[config.mk]
export PLATFORM = sky130hd
export DESIGN_NAME = midi_note_decoder
export DESIGN_NICKNAME = d
export VERILOG_FILES = /design/src/rtl/midi_dec_pkg.sv /design/src/rtl/midi_byte_class.sv /design/src/rtl/midi_msg_tracker.sv /design/src/rtl/midi_note_regs.sv /design/src/rtl/midi_note_decoder.sv
export SDC_FILE = /design/constraint.sdc
export NUM_CORES = 1
export LEC_CHECK = 0
export ABC_AREA = 1
export BUFFER_PORTS_ARGS = -buffer_cell sky130_fd_sc_hd__buf_2
export CORE_ASPECT_RATIO = 0.9
export CORE_MARGIN = 1
export CORE_UTILIZATION = 51
export DETAILED_ROUTE_END_ITERATION = 8
export GPL_TIMING_DRIVEN = 0
export PLACE_DENSITY_LB_ADDON = 0.2
export SETUP_SLACK_MARGIN = 0.3
export SLEW_MARGIN = 15
export SYNTH_ARGS = -nofsm -noshare
export SYNTH_HDL_FRONTEND = slang
export SYNTH_HIERARCHICAL = 1
export SYNTH_SLANG_ARGS = --single-unit
export TNS_END_PERCENT = 10
[constraint.sdc]
create_clock -name clk -period 1.25 [get_ports clk]
set_clock_uncertainty 0.2 [all_clocks]
set_input_delay 0.3125 -clock clk [delete_from_list [all_inputs] [get_ports clk]]
set_output_delay 0.3125 -clock clk [all_outputs]
set_load 0.005 [all_outputs]
[src/rtl/midi_dec_pkg.sv]
package midi_dec_pkg;
  typedef enum logic [1:0] {
    POS_IDLE     = 2'd0,
    POS_WANT_KEY = 2'd1,
    POS_WANT_VEL = 2'd2
  } msg_pos_t;
endpackage

[src/rtl/midi_byte_class.sv]
module midi_byte_class #(
  parameter logic [3:0] CMD_ON  = 4'h9,
  parameter logic [3:0] CMD_OFF = 4'h8
) (
  input  logic [3:0] hi_nib,
  output logic       is_status,
  output logic       is_on,
  output logic       is_off
);
  always_comb begin
    is_status = hi_nib[3];
    is_on     = (hi_nib == CMD_ON);
    is_off    = (hi_nib == CMD_OFF);
  end
endmodule

[src/rtl/midi_msg_tracker.sv]
module midi_msg_tracker
  import midi_dec_pkg::*;
(
  input  logic clk,
  input  logic rst_n,
  input  logic valid_i,
  input  logic is_status,
  input  logic is_on,
  input  logic is_off,
  output logic take_key,
  output logic take_vel,
  output logic fin_on
);
  msg_pos_t pos_q, pos_d;
  logic     on_q, on_d;
  logic     data_seen;

  always_comb begin
    data_seen = valid_i & ~is_status;
    take_key  = data_seen & (pos_q == POS_WANT_KEY);
    take_vel  = data_seen & (pos_q == POS_WANT_VEL);
    fin_on    = take_vel & on_q;
    pos_d     = pos_q;
    on_d      = on_q;
    if (valid_i && is_status) begin
      pos_d = (is_on || is_off) ? POS_WANT_KEY : POS_IDLE;
      on_d  = is_on;
    end else if (take_key) begin
      pos_d = POS_WANT_VEL;
    end else if (take_vel) begin
      pos_d = POS_IDLE;
    end
  end

  always_ff @(posedge clk or negedge rst_n) begin
    if (!rst_n) begin
      pos_q <= POS_IDLE;
      on_q  <= 1'b0;
    end else begin
      pos_q <= pos_d;
      on_q  <= on_d;
    end
  end
endmodule

[src/rtl/midi_note_regs.sv]
module midi_note_regs #(
  parameter int DATA_W = 7
) (
  input  logic              clk,
  input  logic              rst_n,
  input  logic [DATA_W-1:0] data_i,
  input  logic              take_key,
  input  logic              take_vel,
  input  logic              fin_on,
  output logic [DATA_W-1:0] note_o,
  output logic [DATA_W-1:0] vel_o,
  output logic              done_o
);
  logic [DATA_W-1:0] key_q, key_d;
  logic [DATA_W-1:0] note_q, note_d;
  logic [DATA_W-1:0] vel_q, vel_d;
  logic              done_q;

  always_comb begin
    key_d  = take_key ? data_i : key_q;
    note_d = fin_on   ? key_q  : note_q;
    vel_d  = fin_on   ? data_i : vel_q;
  end

  always_ff @(posedge clk or negedge rst_n) begin
    if (!rst_n) begin
      key_q  <= '0;
      note_q <= '0;
      vel_q  <= '0;
      done_q <= 1'b0;
    end else begin
      key_q  <= key_d;
      note_q <= note_d;
      vel_q  <= vel_d;
      done_q <= take_vel;
    end
  end

  assign note_o = note_q;
  assign vel_o  = vel_q;
  assign done_o = done_q;
endmodule

[src/rtl/midi_note_decoder.sv]
module midi_note_decoder #(
  parameter int         DATA_W  = 7,
  parameter logic [3:0] CMD_ON  = 4'h9,
  parameter logic [3:0] CMD_OFF = 4'h8
) (
  input  logic              clk,
  input  logic              rst_n,
  input  logic [DATA_W:0]   rx_byte,
  input  logic              rx_valid,
  output logic [DATA_W-1:0] note_led,
  output logic [DATA_W-1:0] velocity,
  output logic              msg_done
);
  localparam int BYTE_W = DATA_W + 1;

  logic [1:0] rst_pipe_q;
  logic       rst_core_n;
  logic       is_status, is_on, is_off;
  logic       take_key, take_vel, fin_on;

  always_ff @(posedge clk or negedge rst_n) begin
    if (!rst_n) rst_pipe_q <= 2'b00;
    else        rst_pipe_q <= {rst_pipe_q[0], 1'b1};
  end
  assign rst_core_n = rst_pipe_q[1];

  midi_byte_class #(.CMD_ON(CMD_ON), .CMD_OFF(CMD_OFF)) u_class (
    .hi_nib    (rx_byte[BYTE_W-1 -: 4]),
    .is_status (is_status),
    .is_on     (is_on),
    .is_off    (is_off)
  );

  midi_msg_tracker u_track (
    .clk       (clk),
    .rst_n     (rst_core_n),
    .valid_i   (rx_valid),
    .is_status (is_status),
    .is_on     (is_on),
    .is_off    (is_off),
    .take_key  (take_key),
    .take_vel  (take_vel),
    .fin_on    (fin_on)
  );

  midi_note_regs #(.DATA_W(DATA_W)) u_regs (
    .clk      (clk),
    .rst_n    (rst_core_n),
    .data_i   (rx_byte[DATA_W-1:0]),
    .take_key (take_key),
    .take_vel (take_vel),
    .fin_on   (fin_on),
    .note_o   (note_led),
    .vel_o    (velocity),
    .done_o   (msg_done)
  );
endmodule

Word-level counts from Yosys, hierarchy flattened --
Index checks and enable logic that the tools add are counted.
Operators by class: reductions and logical operators 3, equality and inequality tests 4, mux-type cells 4, bitwise gates (word level) 5
Operators by type and width (count):
- equality test 4 bit, second input constant | 2
- 2-to-1 mux 2 bit | 3
- bitwise AND 1 bit | 4
- nonzero test 3 bit | 1
- equality test 2 x 1 -> 1 bit, second input constant | 1
- equality test 2 bit, second input constant | 1
- logical AND 1 bit | 1
- logical OR 1 bit | 1
- 2-to-1 mux 1 bit | 1
- NOT 1 bit | 1
Storage, ports and cells: input port bits 11, word-level logic and storage cells 23, register bits after elaboration 27

Logic depth before layout (Yosys ltp) --
depth after elaboration 6, mapped depth 8

By module --
The synthesis kept the hierarchy.
Modules (own cells, without submodules):
- midi_note_regs | cells an instance 90, instances 1, area an instance 818.3 um2, sequential area each 550.5 um2
- midi_msg_tracker | cells an instance 25, instances 1, area an instance 163.9 um2, sequential area each 75.1 um2
- midi_note_decoder | cells an instance 3, instances 1, area an instance 53.8 um2, sequential area each 50.0 um2
- midi_byte_class | cells an instance 9, instances 1, area an instance 37.5 um2, sequential area each 0.0 um2

Worst setup path after synthesis --
Ideal clock, no wire load.
path kind input -> register, start point in rx_byte[7], end point reg u_regs.note_q[2] (netlist: u_regs/note_o[2]), setup time 0.116 ns, required time 0.934 ns, slack -0.401 ns, arrival time 1.335 ns, stages on the path 8, path through buf_4 > inv_1 > nand2_1 > nor3_1 > inv_2 > buf_6 > nand2_1 > nand2_1
Between the ends: word-level cells in the longest chain between the ends 4
Ends and longest elaborated chain:
- start, declared | RTL line midi_note_decoder.sv:8 | input logic [DATA_W:0] rx_byte,
- NOT 1 bit | RTL line midi_msg_tracker.sv:19 | data_seen = valid_i & ~is_status;
- bitwise AND 1 bit | RTL line midi_msg_tracker.sv:19
- bitwise AND 1 bit | RTL line midi_msg_tracker.sv:21 | take_vel = data_seen & (pos_q == POS_WANT_VEL);
- bitwise AND 1 bit | RTL line midi_msg_tracker.sv:22 | fin_on = take_vel & on_q;
- named net fin_on | RTL line midi_note_decoder.sv:19 | logic take_key, take_vel, fin_on;
- end signal, assigned | RTL line midi_note_regs.sv:33 | note_q <= note_d;
- end, declared | RTL line midi_note_regs.sv:15 | logic [DATA_W-1:0] note_q, note_d;
The timed path passes the listed nets, and every way through them passes these cells. A chain may end at the register's enable or synchronous reset.

Worst setup path in the final report --
start point reg u_regs.note_q[4] (netlist: u_regs/note_o[4]), end point out note_led[4]
RTL lines:
- end, declared | RTL line midi_note_decoder.sv:10 | output logic [DATA_W-1:0] note_led,
No word-level cell between the ends.

==> impl_metrics.yaml <==
pwr:
  power_density_mw_per_mm2: 1240
  p_leak_uw: 0.000821
  p_total_uw: 1660
  vdd_drop_max_uv: 816
sta:
  hold_viol: 1
  setup_violations: 30
  rsz0062_at_grt: "yes"
  whs_ps: -1.68
  final.period_utilization_pct: 109
  max_freq_ghz: 0.734
  setup_slack_ps: -112
  fin_crit_ps: 1360
  drv_slew: 0
  relSlewSlack_pct: 64.9
  worst_slew_pin_slew_ps: 526
synth:
  synth_nets: 138
  synth_cell_type_count: 12
  ys_seq_area_share_pct: 62.9
  syn_avg_cell_area_um2: 8.45
  synth_warnings: 6
  syn-instance-count: 127
  ys_ff_latch: 27
  netlist_area_mm2: 0.00107
run_status:
  status: "finished, violations left"
  violations: "negative hold slack, negative setup slack"
finish:
  stdcell_count: 187
  area_growth_syn_to_layout_pct: 24.6
  final_cell_mix: "nand2_1 (72), dfrtp_1 (26), buf_2 (25)"
  nets: 174
  num_antenna_cells: 0
  final_common_cell: "nand2_1"
  drive_gt1_share_pct: 29.0
routing:
  avgViaCountPerCell: 4.63
  route.detailed.drc: 0
  drtPass1Iterations: 4
  ant_nets: 0
  drt-total-wl_um: 1870
  wl_per_cell_um: 10.0
  drt_iter0_drc: 18
  num_vias: 865
worst_setup_path:
  crit_family: "flip-flops"
  startpoint_type: "flop"
  crit_path_cell_trace: "buf_2"
  r2r_start: "u_track/pos_q[0]"
  crit_fanout: 2
  required_ps: 740
  end_kind: "output pin"
  r2r-end: "u_regs/note_o[4]"
  critPathBufInv: 1
  r2r_slack_ps: -60
  worstPathArrival_ps: 850
  slowest_delay_ps: 410
  path_class: "flop to output pin"
  crit_slowest_cell: "dfrtp_1"
  reg2regPathDepth: 7
die:
  num_io_pins: 26
  die_w_um: 50.4
  core_mm2: 0.00195
  fp.dieArea_mm2: 0.00229
  fp-row-count: 15
  die_y_um: 45.5
  start_util_pct: 55.0
clocking:
  ctsHoldBuffers: 1
  htreeDepth: 1
  cts-root-buf: "clkbuf_4"
  clk_pin_slew_ps: 140
  cts_tree: "built"
  cts_buffers: 3
  insertion_delay_ps: 310
  cts_sinks: 27
  clock_path_buffers: 2
placed_design:
  dp_cells: 177
  detailed_place_hpwl_um: 1370
  io_buffer_count: 25
  gp_congestion: 0.743
hold_path:
  holdPathEnd: "u_regs/vel_o[3]"
  hp-class: "input pin to flop"
  hold_start: "rx_byte[3]"
  worstHoldPathCells: 3
global_route:
  grt_pass1_vias: 745
  grt-ovfl-total: 0
  grt_use_total_pct: 19.1
  grt_max_degree: 26
  grt_first_pass_wirelength_um: 3170
  antenna_found_initial: 0
run:
  maxCapViolCount: 0
==> how the worst max path moves through the flow <==
stage                          start               end  cells after the start
floorplan           u_track/pos_q[0]  u_regs/note_o[2]                      7
global placement          rx_byte[7]  u_regs/note_o[2]                      9
detailed placement        rx_byte[7]  u_regs/note_o[5]                      9
CTS                 u_regs/note_o[4]       note_led[4]                      1
global route         u_regs/vel_o[4]       velocity[4]                      1
finish              u_regs/note_o[4]       note_led[4]                      1
==> registers in the layout (all words and copies together) (netlist names) <==
name and flops:
u_regs/note_o 7, u_track/on_q 1, rst_pipe_q 2, u_regs/vel_o 7, u_regs/done_o 1, u_regs/key_q 7, u_track/pos_q 2
==> where the power goes <==
group	leakage, uW	switching [uW]	internal (uW)	total (uW)
Combinational	0.000446	110	102	212
Sequential	0.000357	82.7	1000	1080
Clock	0.0000177	241	120	361
Total	0.000821	434	1220	1660
==> synthesized netlist by cell type <==
library cell  count  area share, %
a21oi_1           1           0.47
buf_2             1           0.47
buf_4             2            1.4
buf_6             1            1.0
conb_1            1           0.35
dfrtp_1          27             63
inv_1            10            3.5
inv_2             1           0.35
nand2_1          74             26
nor2_1            5            1.7
nor3_1            1           0.47
o21ai_0           3            1.4
==> kinds of logic (layout without fill, tap and decap cells) <==
group | after synthesis | in the layout | synth area share (%)
AOI/OAI and AO/OA | 4 | 4 | 1.86
other | 1 | 1 | 0.349
DFF | 27 | 27 | 62.9
buffers and inverters | 15 | 50 | 6.76
and+or+nand+nor | 80 | 80 | 28.1
==> area by class of cell <==
type	instances	area [um^2]
flip-flops and latches	27	677
inverters	11	46.3
multi-input cells	85	342
plain buffers	4	41.3
fillers	168	614
repair buffers	31	173
clock buffers	3	22.5
clock inverters	1	5.00
well taps	25	31.3
==> layer usage <==
layer | vias to the layer above | share of wire, % | GRT usage [%]
met2 | 16 | 47 | 31.5
met4 | 0 | 0.43 | 6.67
met1 | 404 | 49 | 26.3
li1 | 443 | - | -
met5 | - | 0 | 0
met3 | 2 | 3.6 | 3.00
==> through the flow <==
| step | utilization (%) | TNS (ps) | instance area (um^2) | setup slack [ps] |
|---|---|---|---|---|
| after global routing | 68.5 | -4940 | 1340 | -159 |
| after floorplan | - | -1150 | 1090 | -106 |
| after global placement | 64.0 | -5910 | 1250 | -301 |
| final | 68.5 | -2220 | 1340 | -112 |
| after CTS | 67.8 | -2490 | 1320 | -128 |
| after detailed placement | 64.0 | -6670 | 1250 | -316 |
==> what timing repair did <==
action / CTS / global route
hold endpoints to repair: 8 / 6
endpoints found under the setup margin: 62 / 38
setup buffers: 3 / 2
gates resized for setup: 6 / 1
pin swaps: 4 / 0
Note: power is estimated with default switching activity, not from simulation.
